<file path="config.mk">
export PLATFORM = sky130hd
export DESIGN_NAME = boot_mode_loader
export DESIGN_NICKNAME = d
export VERILOG_FILES = /design/src/rtl/boot_mode_pkg.sv /design/src/rtl/bml_divider.sv /design/src/rtl/bml_ctrl.sv /design/src/rtl/bml_capture.sv /design/src/rtl/boot_mode_loader.sv
export SDC_FILE = /design/constraint.sdc
export NUM_CORES = 1
export LEC_CHECK = 0
export BUFFER_PORTS_ARGS = -buffer_cell sky130_fd_sc_hd__buf_2
export CAP_MARGIN = 40
export CORE_MARGIN = 5
export CORE_UTILIZATION = 54
export CTS_CLUSTER_SIZE = 16
export DETAILED_ROUTE_END_ITERATION = 12
export GPL_TIMING_DRIVEN = 0
export PLACE_DENSITY = 0.85
export SLEW_MARGIN = 15
export SYNTH_ARGS = -nofsm -noshare
export SYNTH_HDL_FRONTEND = slang
export SYNTH_SLANG_ARGS = --single-unit
</file>
<file path="constraint.sdc">
create_clock -name clk -period 2.8 [get_ports clk]
set_input_delay 0.56 -clock clk [delete_from_list [all_inputs] [get_ports clk]]
set_output_delay 0.56 -clock clk [all_outputs]
set_load 0.02 [all_outputs]
</file>
<file path="src/rtl/boot_mode_pkg.sv">
package boot_mode_pkg;

    typedef enum logic [1:0] {
        LDR_IDLE  = 2'd0,
        LDR_SHIFT = 2'd1,
        LDR_HOLD  = 2'd2
    } ldr_state_t;

endpackage

</file>
<file path="src/rtl/bml_divider.sv">
module bml_divider #(
    parameter int CLK_DIV = 256
) (
    input  logic clk,
    input  logic rst_n,
    input  logic run_i,
    output logic sclk_o,
    output logic tick_o
);
    localparam int CW = (CLK_DIV > 2) ? $clog2(CLK_DIV) : 1;
    localparam logic [CW-1:0] LAST_C = CW'(CLK_DIV - 1);
    localparam logic [CW-1:0] HALF_C = CW'(CLK_DIV / 2);

    logic [CW-1:0] cnt_q;
    logic [CW-1:0] cnt_nx;

    // The counter is parked on its last value while stopped,
    // so the first running cycle wraps to zero and raises sclk.
    always_comb begin
        if (cnt_q == LAST_C) begin
            cnt_nx = '0;
        end else begin
            cnt_nx = cnt_q + 1'b1;
        end
    end

    assign tick_o = run_i && (cnt_q == LAST_C);

    always_ff @(posedge clk) begin
        if (!rst_n) begin
            cnt_q  <= LAST_C;
            sclk_o <= 1'b0;
        end else if (!run_i) begin
            cnt_q  <= LAST_C;
            sclk_o <= 1'b0;
        end else begin
            cnt_q  <= cnt_nx;
            sclk_o <= (cnt_nx < HALF_C);
        end
    end


    sclk_rise_phase_chk: assert property (@(posedge clk) disable iff (!rst_n)
        $rose(sclk_o) |-> (cnt_q == '0));


    sclk_park_chk: assert property (@(posedge clk) disable iff (!rst_n)
        (!run_i && !$past(run_i)) |-> !sclk_o);

endmodule

</file>
<file path="src/rtl/bml_ctrl.sv">
module bml_ctrl
    import boot_mode_pkg::*;
#(
    parameter int MODE_BITS = 256
) (
    input  logic                          clk,
    input  logic                          rst_n,
    input  logic                          pg_i,
    input  logic                          tick_i,
    output logic                          cap_en_o,
    output logic [$clog2(MODE_BITS)-1:0]  cap_idx_o,
    output logic                          done_o
);
    localparam int IW = $clog2(MODE_BITS);
    localparam logic [IW-1:0] LAST_IDX = IW'(MODE_BITS - 1);
    localparam logic [IW-1:0] ONE_IDX  = IW'(1);

    ldr_state_t    state_q, state_d;
    logic [IW-1:0] idx_q, idx_d;

    // State and index register
    always_ff @(posedge clk) begin
        if (!rst_n) begin
            state_q <= LDR_IDLE;
            idx_q   <= '0;
        end else begin
            state_q <= state_d;
            idx_q   <= idx_d;
        end
    end

    // Next state
    always_comb begin
        state_d = state_q;
        idx_d   = idx_q;
        unique case (state_q)
            LDR_IDLE: begin
                idx_d = '0;
                if (tick_i) begin
                    state_d = LDR_SHIFT;
                    idx_d   = ONE_IDX;
                end
            end
            LDR_SHIFT: begin
                if (!pg_i) begin
                    state_d = LDR_IDLE;
                    idx_d   = '0;
                end else if (tick_i) begin
                    if (idx_q == LAST_IDX) begin
                        state_d = LDR_HOLD;
                    end else begin
                        idx_d = idx_q + 1'b1;
                    end
                end
            end
            LDR_HOLD: begin
                if (!pg_i) begin
                    state_d = LDR_IDLE;
                    idx_d   = '0;
                end
            end
            default: begin
                state_d = LDR_IDLE;
                idx_d   = '0;
            end
        endcase
    end

    // Outputs
    always_comb begin
        cap_en_o  = 1'b0;
        cap_idx_o = idx_q;
        done_o    = 1'b0;
        unique case (state_q)
            LDR_IDLE: begin
                cap_en_o  = tick_i;
                cap_idx_o = '0;
            end
            LDR_SHIFT: begin
                cap_en_o = tick_i;
            end
            LDR_HOLD: begin
                done_o = 1'b1;
            end
            default: begin
                cap_en_o = 1'b0;
            end
        endcase
    end


    done_sticky_chk: assert property (@(posedge clk) disable iff (!rst_n)
        (done_o && pg_i) |=> done_o);


    done_after_last_chk: assert property (@(posedge clk) disable iff (!rst_n)
        $rose(done_o) |-> ($past(cap_en_o) && ($past(cap_idx_o) == LAST_IDX)));


    drop_clears_chk: assert property (@(posedge clk) disable iff (!rst_n)
        !pg_i |=> !done_o);

endmodule

</file>
<file path="src/rtl/bml_capture.sv">
module bml_capture #(
    parameter int MODE_BITS = 256
) (
    input  logic                          clk,
    input  logic                          rst_n,
    input  logic                          cap_en_i,
    input  logic [$clog2(MODE_BITS)-1:0]  cap_idx_i,
    input  logic                          sdi_i,
    output logic [MODE_BITS-1:0]          mode_o
);
    logic [MODE_BITS-1:0] mode_q;

    always_ff @(posedge clk) begin
        if (!rst_n) begin
            mode_q <= '0;
        end else if (cap_en_i) begin
            mode_q[cap_idx_i] <= sdi_i;
        end
    end

    assign mode_o = mode_q;

endmodule

</file>
<file path="src/rtl/boot_mode_loader.sv">
module boot_mode_loader #(
    parameter int CLK_DIV   = 256,
    parameter int MODE_BITS = 256
) (
    input  logic                 clk,
    input  logic                 rst_n,
    input  logic                 pwr_good,
    input  logic                 sdi,
    output logic                 sclk,
    output logic [MODE_BITS-1:0] mode,
    output logic                 done
);
    localparam int IW = $clog2(MODE_BITS);

    logic          tick;
    logic          cap_en;
    logic [IW-1:0] cap_idx;

    bml_divider #(
        .CLK_DIV (CLK_DIV)
    ) u_div (
        .clk    (clk),
        .rst_n  (rst_n),
        .run_i  (pwr_good),
        .sclk_o (sclk),
        .tick_o (tick)
    );

    bml_ctrl #(
        .MODE_BITS (MODE_BITS)
    ) u_ctrl (
        .clk       (clk),
        .rst_n     (rst_n),
        .pg_i      (pwr_good),
        .tick_i    (tick),
        .cap_en_o  (cap_en),
        .cap_idx_o (cap_idx),
        .done_o    (done)
    );

    bml_capture #(
        .MODE_BITS (MODE_BITS)
    ) u_cap (
        .clk       (clk),
        .rst_n     (rst_n),
        .cap_en_i  (cap_en),
        .cap_idx_i (cap_idx),
        .sdi_i     (sdi),
        .mode_o    (mode)
    );


    cap_on_sclk_rise_chk: assert property (@(posedge clk) disable iff (!rst_n)
        cap_en |=> $rose(sclk));


    mode_frozen_chk: assert property (@(posedge clk) disable iff (!rst_n)
        (done && pwr_good) |=> $stable(mode));

endmodule

</file>
* Word-level counts from Yosys, hierarchy flattened
Index checks and enable logic that the tools add are counted.
** Word-level totals
- Register bits :: 275
- Logic and storage cells :: 45
** Operators by class
- Add/subtract/negate cells :: 2
- $lt $le $gt $ge :: 3
- Equal/unequal tests :: 9
- Mux-type cells :: 19
- Reductions and logical operators :: 7
** Operators with widths (number)
- bitwise mux 256 bit :: 1
- two-way mux 8 bit :: 6
- one-hot mux 8 bit (3 select lines) :: 1
- adder 8 x 1 -> 8 bit (second input constant) :: 2
- == test 8 bit (second input constant) :: 2
- two-way mux 2 bit :: 5
- less-than comparator 8 x 9 -> 1 bit (second input constant) :: 1
- demux 1 bit (select 8 bit) :: 1
- >= comparator 8 x 1 -> 1 bit (second input constant) :: 1
- less-than comparator 8 bit (second input constant) :: 1
- != test 3 bit (second input constant) :: 2
- one-hot mux 2 bit (3 select lines) :: 1
- two-way mux 1 bit :: 4
- != test 2 bit (second input constant) :: 2
- AND reduction 4 bit :: 1
- != test 3 x 2 -> 1 bit (second input constant) :: 1
- AND reduction 3 bit :: 1
- == test 2 x 1 -> 1 bit (second input constant) :: 1
- == test 2 bit (second input constant) :: 1
- logical AND 1 bit :: 2
- zero test 2 bit :: 1
- AND reduction 2 bit :: 1
- OR reduction 2 bit :: 1

* Longest topological paths before layout
Gate-level depths: netlist of run 1.
- Depth after elaboration :: 7
- Gate-level depth with buffers :: 9
- Depth with buffers taken out :: 6

* Cells and area by module
From an unflattened synthesis of run 1, not the netlist that was laid out.
** Unflattened totals
- Cell total of the unflattened synthesis :: 1177
- Area total of the unflattened synthesis :: 11871.4 µm²
** Modules (own cells, without submodules)
- bml_capture :: instances 1, cells an instance 1063, area each 10874.2 µm², sequential area each 5124.9 µm²
- bml_ctrl :: instances 1, cells an instance 70, area each 595.6 µm², sequential area each 200.2 µm²
- bml_divider :: instances 1, cells an instance 44, area each 401.6 µm², sequential area each 180.2 µm²

* Worst setup path before layout of run 1
Ideal clock, no wire load.
- Kind :: reg2reg
- From :: register u_div.cnt_q[0]
- To :: register u_cap.mode_q[35], in the netlist u_cap.mode_o[35]
- Setup time :: 0.130 ns
- Data arrival time :: 1.866 ns
- Required time :: 2.670 ns
- Setup slack :: 0.804 ns
- Cell stages (with the launch flop) :: 10
- Path through :: dfxtp_1 > ha_1 > and3_1 > buf_4 > nand3_4 > or3_1 > buf_6 > buf_6 > o211ai_1 > o31ai_1
** On the way
- Word-level cells in the longest chain between the ends :: 3
** Ends and longest elaborated chain
- start, declared :: RTL line bml_divider.sv:14 : logic [CW-1:0] cnt_q;
- start signal, assigned :: RTL line bml_divider.sv:37 : cnt_q <= cnt_nx;
- == test 8 bit :: RTL line bml_divider.sv:27 : assign tick_o = run_i && (cnt_q == LAST_C);
- logical AND 1 bit :: RTL line bml_divider.sv:27
- two-way mux 1 bit :: RTL line bml_ctrl.sv:74 : unique case (state_q)
- end signal, assigned by index :: RTL line bml_capture.sv:17 : mode_q[cap_idx_i] <= sdi_i;
- end, declared :: RTL line bml_capture.sv:11 : logic [MODE_BITS-1:0] mode_q;
Every way passes these cells.
A chain may end at the register's enable or synchronous reset.

* Worst setup path after layout of run 1
- From :: register u_div.cnt_q[0]
- To :: register u_cap.mode_q[194], in the netlist u_cap.mode_o[194]
The elaborated chain is that of the path after synthesis.

==> results.sh, run 1 <==
export IMPL_register_area_sq_um=5510
export IMPL_drt_wirelength_per_cell_um=19.0
export IMPL_synth_cells=1270
export IMPL_stdcell_area_sq_um=14000
export IMPL_timing_reg2reg_setup_slack_ps=370
export IMPL_synth_seq_cells=275
export IMPL_via_count_of_the_first_global_routing_pass=10100
export IMPL_groute_usage_overall_pct=27.4
export IMPL_global_route_wire_length_before_repair_um=54600
export IMPL_yosys_cell_types_count=50
export IMPL_cts_buffers=28
export IMPL_timing_critical_path_arrival_ps=2820
export IMPL_final_hold_violation_count=0
export IMPL_synth_seq_area_share_pct=47.8
export IMPL_gp_congestion=0.913
export IMPL_synth_flop_cell="sky130_fd_sc_hd__dfxtp_1"
export IMPL_hold_fix_buffers_cts=0
export IMPL_worst_pin_slew_ps=859
export IMPL_maxSlewViolCount=0
export IMPL_initial_core_util_pct=54.7
export IMPL_place_port_buffers=261
export IMPL_finalSetupTns_ps=0
export IMPL_worst_hold_path_num_cells=3
export IMPL_worstHoldEndpoint="u_ctrl.state_q[1]$_SDFFE_PN0P_"
export IMPL_grt_max_degree=14
export IMPL_antenna_violating_nets_post_route=0
export IMPL_cts_reportedPaths_clkPinSlew_ps=60
export IMPL_synthDominantAreaCellType="sky130_fd_sc_hd__dfxtp_1"
export IMPL_synth_edf_count=0
export IMPL_finalCritPeriodShare_pct=86.7
export IMPL_drt_iter0_markers=766
export IMPL_route_vias_total=10600
export IMPL_chipWidth_um=156
export IMPL_number_of_setup_buffers_added_after_cts=0
export IMPL_worstSetupPathType="reg -> reg"
export IMPL_cts_sinks=275
export IMPL_core_area_sq_um=21000
export IMPL_overflow=0
export IMPL_synthToLayoutAreaGrowth_pct=22.0
export IMPL_peakVddDrop_v=0.000439
export IMPL_post_route_drc_count=0
export IMPL_crit_path_buf_inv_count=2
export IMPL_max_slew_margin_pct=42.2
export IMPL_placedInstanceArea_sq_um=13200
export IMPL_cts_root_buffer="sky130_fd_sc_hd__clkbuf_16"
export IMPL_cts_resized_gates=0
export IMPL_tritoncts="built"
export IMPL_critical_path_top_delay_family="simple AND/OR/NAND/NOR gates"
export IMPL_hold_path_startpoint="pwr_good"
export IMPL_synth_async_reset_ratio_pct=0
export IMPL_yosys_cell_count_top_type="sky130_fd_sc_hd__nand2_1"
export IMPL_clk_path_buf_depth=3
export IMPL_power_per_cell_area_nw_per_um2=568
export IMPL_worst_r2r_endpoint="u_cap.mode_o[194]$_SDFFE_PN0P_"
export IMPL_multi_input_area_sq_um=5440
export IMPL_layout_nets=1568
export IMPL_crit_path_largest_cell_delay_ps=450
export IMPL_antenna_found_initial=0
export IMPL_slowest_stage="sky130_fd_sc_hd__nor3_4"
export IMPL_fillers=1651
export IMPL_rsz0062_at_grt="no"
export IMPL_ys_warnings_count=0
export IMPL_synth_top_cell_area_share_pct=47.8
export IMPL_fmax_mhz=412
export IMPL_antenna_cells_inserted=0
export IMPL_finalWirelength_um=35200
export IMPL_cell_types_with_the_largest_area_share_after_synthesis="sky130_fd_sc_hd__dfxtp_1, sky130_fd_sc_hd__mux2i_1, sky130_fd_sc_hd__nand2_1"
export IMPL_die_height_um=156
export IMPL_cts_htree_levels=1
export IMPL_pin_count=262
export IMPL_vias_per_cell=5.73
export IMPL_critical_path_reg2reg_startpoint="u_div.cnt_q[0]$_SDFF_PN1_"
export IMPL_worstSetupStartpoint="u_div.cnt_q[0]$_SDFF_PN1_"
export IMPL_placement_rows=53
export IMPL_postSynthNetCount=1276
export IMPL_critical_path_cell_by_cell="ha_1 -> and3_1 -> buf_4 -> nand3_4 -> nor3_4 -> buf_2 -> nand2_1 -> mux2i_1"
export IMPL_run_status="finished clean"
export IMPL_post_layout_total_power_mw=7.97
export IMPL_startpoint_type="flop"
export IMPL_layout_cells_non_filler=1853
export IMPL_post_dp_hpwl_um=25100
export IMPL_dp_cells=1807
export IMPL_max_cap_viols=0
export IMPL_synth_area_sq_um=11500
export IMPL_worst_skew_pair_latency_ps=540
export IMPL_hold_path_class="in -> reg"
export IMPL_critPathCaptureType="flop"
export IMPL_path_max_fanout=10
export IMPL_timing_final_setup_violations=0
export IMPL_ys_top_cells_by_count="sky130_fd_sc_hd__nand2_1, sky130_fd_sc_hd__dfxtp_1, sky130_fd_sc_hd__mux2i_1"
export IMPL_die_area_sq_um=24300
export IMPL_timing_reg2reg_worst_path_depth=8
export IMPL_post_synth_cell_area_avg_sq_um=9.06
export IMPL_worst_ep_required_time_ps=3200
export IMPL_largest_clock_skew_in_the_final_design_ps=14.5
export IMPL_total_leakage_power_nw=6.82
export IMPL_drt_pass1_iterations=5
export IMPL_timing_final_crit_period_ps=2430
export IMPL_drive_gt1_share_pct=23.1
## metal layers
layer | global-route usage [%] | wire [um] | part of all wire, % | vias to the layer above
met5 | 0 | 0 | 0 | -
met4 | 8.67 | 1150 | 3.3 | 0
met3 | 5.52 | 3190 | 9.1 | 86
met2 | 44.9 | 16400 | 47 | 500
met1 | 36.6 | 14500 | 41 | 5049
li1 | - | - | - | 4976
## worst max-delay path by stage
stage,endpoint,slack (ps),cells past startpoint
2_1_floorplan,u_cap.mode_o[35]$_SDFFE_PN0P_,800,9
3_3_place_gp,u_cap.mode_o[100]$_SDFFE_PN0P_,240,6
3_5_place_dp,u_cap.mode_o[101]$_SDFFE_PN0P_,270,6
4_1_cts,u_cap.mode_o[154]$_SDFFE_PN0P_,370,8
5_1_grt,u_cap.mode_o[101]$_SDFFE_PN0P_,240,6
6_report,u_cap.mode_o[194]$_SDFFE_PN0P_,370,8
## final cells by class
type | instances | share of cell area (%)
tap | 275 | 2.45
multi-input combinational | 884 | 38.8
clock inverter | 7 | 0.624
inverter | 2 | 0.0535
clock buffer | 39 | 5.65
sequential | 275 | 39.2
timing repair buffer | 262 | 9.34
buffer | 109 | 3.94
## cell usage in the layout (no fill, tap or decap), types with 5 or more instances in the layout
master / count
sky130_fd_sc_hd__o31ai_1: 78
sky130_fd_sc_hd__nand2_1: 387
sky130_fd_sc_hd__mux2i_1: 175
sky130_fd_sc_hd__buf_6: 13
sky130_fd_sc_hd__o211ai_1: 79
sky130_fd_sc_hd__o211ai_2: 5
sky130_fd_sc_hd__o21ai_0: 9
sky130_fd_sc_hd__dfxtp_1: 275
sky130_fd_sc_hd__nand4_1: 7
sky130_fd_sc_hd__nand3_1: 15
sky130_fd_sc_hd__nor2b_1: 8
sky130_fd_sc_hd__buf_2: 287
sky130_fd_sc_hd__clkbuf_16: 29
sky130_fd_sc_hd__a21oi_1: 7
sky130_fd_sc_hd__clkbuf_1: 74
sky130_fd_sc_hd__nor2_1: 53
sky130_fd_sc_hd__and2_1: 5
## metrics by stage
step / setup slack [ps] / utilization (%) / hold WS (ps)
floorplan: 804 / - / 456
detailed placement: 271 / 62.6 / 448
CTS: 375 / 66.8 / 318
global placement: 241 / 62.6 / 443
finish: 373 / 66.8 / 335
global route: 239 / 66.8 / 344
## power by group
| part | leakage, nW | switching, mW | internal [mW] | total (mW) |
|---|---|---|---|---|
| registers | 2.22 | 0.0126 | 3.93 | 3.94 |
| logic | 4.18 | 0.282 | 0.0945 | 0.376 |
| clock network | 0.431 | 1.52 | 2.14 | 3.65 |
## sequential cells by signal (all words and copies together), names as in the netlist
register / cells
u_cap.mode_o: 256
u_ctrl.idx_q: 8
u_div.cnt_q: 8
u_ctrl.state_q: 2
u_div.sclk_o: 1
## cell families (layout without fill, tap and decap cells)
kind of cell | count (synthesis) | after routing | synth area share (%)
XOR/XNOR | 3 | 3 | 0.228
multiplexers | 175 | 175 | 15.2
buffers and inverters | 111 | 419 | 4.87
flip-flops | 275 | 275 | 47.8
AND/OR/NAND/NOR | 509 | 509 | 18.8
AO/OA/AOI/OAI | 195 | 195 | 12.8
adder cells (fa/ha/maj) | 2 | 2 | 0.217
## worst register-to-register path, cell delays in order (launching register included)
cell and delay, ps:
sky130_fd_sc_hd__dfxtp_1 390, sky130_fd_sc_hd__ha_1 300, sky130_fd_sc_hd__and3_1 190, sky130_fd_sc_hd__buf_4 150
sky130_fd_sc_hd__nand3_4 160, sky130_fd_sc_hd__nor3_4 450, sky130_fd_sc_hd__buf_2 360, sky130_fd_sc_hd__nand2_1 150
sky130_fd_sc_hd__mux2i_1 150
Note: power is estimated with default switching activity, not from simulation.
==> run 2, diff against run 1 <==
--- a/config.mk
+++ b/config.mk
@@ -5,14 +5,15 @@
 export SDC_FILE = /design/constraint.sdc
 export NUM_CORES = 1
 export LEC_CHECK = 0
+export ABC_AREA = 1
 export BUFFER_PORTS_ARGS = -buffer_cell sky130_fd_sc_hd__buf_2
 export CAP_MARGIN = 40
 export CORE_MARGIN = 5
-export CORE_UTILIZATION = 54
+export CORE_UTILIZATION = 57
 export CTS_CLUSTER_SIZE = 16
 export DETAILED_ROUTE_END_ITERATION = 12
 export GPL_TIMING_DRIVEN = 0
-export PLACE_DENSITY = 0.85
+export PLACE_DENSITY = 0.86
 export SLEW_MARGIN = 15
 export SYNTH_ARGS = -nofsm -noshare
 export SYNTH_HDL_FRONTEND = slang
==> results.sh, run 2 <==
export IMPL_run_status="finished clean"
export IMPL_grt_max_degree=15
export IMPL_timing_final_setup_violations=0
export IMPL_compound_gate_fraction_of_synth_area_pct=2.48
export IMPL_yosys_cell_count_top_type="sky130_fd_sc_hd__nand2_1"
export IMPL_chipWidth_um=171
export IMPL_global_route_track_usage_on_met3_pct=6.86
export IMPL_power_share_clock_pct=42.7
export IMPL_max_slew_margin_pct=36.2
export IMPL_cts_root_buffer="sky130_fd_sc_hd__clkbuf_16"
export IMPL_layout_nets=2692
export IMPL_dp_cells=2984
export IMPL_cts_resized_gates=0
export IMPL_pin_count=262
export IMPL_worst_ep_required_time_ps=3270
export IMPL_timing_reg2reg_worst_path_depth=8
export IMPL_drive_gt1_share_pct=16.5
export IMPL_power_per_cell_area_nw_per_um2=510
export IMPL_cts_buffers=29
export IMPL_global_route_peak_usage_layer="met2"
export IMPL_layout_common_cells="sky130_fd_sc_hd__nand2_1, sky130_fd_sc_hd__inv_1, sky130_fd_sc_hd__buf_2"
export IMPL_final_hold_violation_count=0
export IMPL_synth_top_cell_area_share_pct=37.5
export IMPL_finalSetupTns_ps=0
export IMPL_critPathCaptureType="flop"
export IMPL_max_cap_viols=0
export IMPL_die_area_sq_um=29100
export IMPL_cts_htree_levels=1
export IMPL_worst_pin_slew_ps=957
export IMPL_worstSetupPathType="reg -> reg"
export IMPL_groute_layer_met1_usage_pct=47.6
export IMPL_synth_mux_area_fraction_pct=0
export IMPL_tritoncts="built"
export IMPL_synth_cells=2387
export IMPL_fin_worst_hold_slack_ps=306
export IMPL_global_route_wire_length_before_repair_um=84600
export IMPL_synth_flop_cell="sky130_fd_sc_hd__dfxtp_1"
export IMPL_place_port_buffers=261
export IMPL_p_seq_share_pct=44.8
export IMPL_drt_pass1_iterations=7
export IMPL_hold_fix_buffers_cts=0
export IMPL_hold_path_class="in -> reg"
export IMPL_worst_hold_path_num_cells=3
export IMPL_number_of_setup_buffers_added_after_cts=0
export IMPL_cell_types_with_the_largest_area_share_after_synthesis="sky130_fd_sc_hd__dfxtp_1, sky130_fd_sc_hd__nand2_1, sky130_fd_sc_hd__inv_1"
export IMPL_postSynthNetCount=2393
export IMPL_timing_final_crit_period_ps=2530
export IMPL_initial_core_util_pct=58.2
export IMPL_gp_congestion=0.951
export IMPL_yosys_cell_types_count=25
export IMPL_total_leakage_power_nw=8.68
export IMPL_cts_sinks=275
export IMPL_core_area_sq_um=25300
export IMPL_fmax_mhz=395
export IMPL_finalWirelength_um=56800
export IMPL_maxSlewViolCount=0
export IMPL_power_share_switching_pct=28.5
export IMPL_largest_clock_skew_in_the_final_design_ps=9.01
export IMPL_synthToLayoutAreaGrowth_pct=18.5
export IMPL_slowest_stage="sky130_fd_sc_hd__clkbuf_1"
export IMPL_ys_top_cells_by_count="sky130_fd_sc_hd__nand2_1, sky130_fd_sc_hd__inv_1, sky130_fd_sc_hd__nor2_1"
export IMPL_crit_path_largest_cell_delay_ps=750
export IMPL_post_route_drc_count=0
export IMPL_synth_simple_area_share_pct=41.6
export IMPL_combPwrFrac_pct=12.5
export IMPL_main_combinational_cell_family_by_area_after_synthesis="simple AND/OR/NAND/NOR gates"
export IMPL_post_synth_fa_ha_maj_area_fraction_pct=0.170
export IMPL_placement_rows=58
export IMPL_synth_async_reset_ratio_pct=0
export IMPL_synth_edf_count=0
export IMPL_clk_path_buf_depth=3
export IMPL_worst_skew_pair_latency_ps=570
export IMPL_flip_flop_count_of_the_largest_register_all_copies_and_words_added=256
export IMPL_intPower_mw=6.35
export IMPL_drt_wirelength_per_cell_um=18.7
export IMPL_post_synth_cell_area_avg_sq_um=6.16
export IMPL_overflow=0
export IMPL_power_switching_mw=2.54
export IMPL_critical_path_cell_by_cell="nand2_1 -> nor2_1 -> nand2_1 -> inv_1 -> clkbuf_1 -> nand4_1 -> nand2_1 -> nor2_1"
export IMPL_synthDominantAreaCellType="sky130_fd_sc_hd__dfxtp_1"
export IMPL_antenna_cells_inserted=0
export IMPL_ys_warnings_count=0
export IMPL_antenna_found_initial=0
export IMPL_via_count_of_the_first_global_routing_pass=15600
export IMPL_startpoint_type="flop"
export IMPL_synth_area_sq_um=14700
export IMPL_layout_cells_non_filler=3037
export IMPL_drt_iter0_markers=2146
export IMPL_most_used_cell_along_the_critical_path="sky130_fd_sc_hd__nand2_1"
export IMPL_global_route_usage_met2_pct=57.7
export IMPL_finalCritPeriodShare_pct=90.4
export IMPL_peakVddDrop_v=0.000404
export IMPL_route_vias_total=17000
export IMPL_groute_usage_overall_pct=37.2
export IMPL_vias_per_cell=5.60
export IMPL_cts_reportedPaths_clkPinSlew_ps=60
export IMPL_timing_critical_path_arrival_ps=3000
export IMPL_layout_commonest_cell="sky130_fd_sc_hd__nand2_1"
export IMPL_post_dp_hpwl_um=38600
export IMPL_rsz0062_at_grt="no"
export IMPL_synth_seq_cells=275
export IMPL_antenna_violating_nets_post_route=0
export IMPL_path_max_fanout=10
export IMPL_synth_xor_xnor_area_share_pct=0.119
export IMPL_die_height_um=171
export IMPL_synth_seq_area_share_pct=37.5
[run 2: cell count changes in the layout (fill, tap and decap cells not counted), sizes merged, moves of 18 or more]
cell	change
inv	+471
nor2	+262
nand3	+239
nand4	+205
mux2i	-175
nand2	+173
buf	+121
o211ai	-84
o31ai	-82
a21oi	+26
nor3	+26
clkbuf	-18
[run 2: area by class of cell]
type | count | area (sq um)
buffer | 197 | 903
fill | 2257 | 7840
sequential | 275 | 5510
tap | 330 | 413
multi-input combinational | 1443 | 6520
clock buffer | 48 | 887
inverter | 472 | 1770
timing repair buffer | 268 | 1390
clock inverter | 4 | 23.8
[run 2: cells by family after synthesis]
group	after synthesis
adder cells (fa/ha/maj)	2
AND/OR/NAND/NOR	1375
XOR/XNOR	2
buffers and inverters	669
AO/OA/AOI/OAI	64
flip-flops	275
[run 2: metrics by stage]
step	power (mW)	instance area, sq um	util (%)	setup WS (ps)
global route	9.10	17400	69.0	277
finish	8.88	17400	69.0	268
floorplan	4.81	14700	-	1060
CTS	8.82	17400	68.9	359
global placement	5.11	16400	65.0	282
detailed placement	5.14	16500	65.3	287
[run 2: routing by layer]
| metal | vias up | part of all wire [%] |
|---|---|---|
| met1 | 7491 | 36 |
| met2 | 1188 | 42 |
| met5 | - | 0 |
| li1 | 7972 | - |
| met3 | 342 | 13 |
| met4 | 0 | 8.4 |
[run 2: worst paths after layout]
kind	start	endpoint	slack [ps]
worst min register to register	u_cap.mode_o[15]$_SDFFE_PN0P_	u_cap.mode_o[15]$_SDFFE_PN0P_	460
worst min-delay path	rst_n	u_cap.mode_o[219]$_SDFFE_PN0P_	310
worst max-delay path	u_ctrl.idx_q[1]$_SDFFE_PN0P_	u_cap.mode_o[79]$_SDFFE_PN0P_	270
worst max register to register	u_ctrl.idx_q[1]$_SDFFE_PN0P_	u_cap.mode_o[79]$_SDFFE_PN0P_	270
[run 2: power by group through the flow]
stage / Sequential [mW] / Combinational (mW) / Clock (mW)
after floorplan: 4.06 / 0.747 / 0
after detailed placement: 4.07 / 1.07 / 0
after global routing: 3.98 / 1.19 / 3.93
final: 3.98 / 1.11 / 3.79
after global placement: 4.06 / 1.05 / 0
after CTS: 3.98 / 1.08 / 3.76
[run 2: critical path: cells and delay by family, from the launching register on]
family | cells | cell delay, ps
simple gates | 6 | 980
buf+inv | 2 | 990
flops | 1 | 460
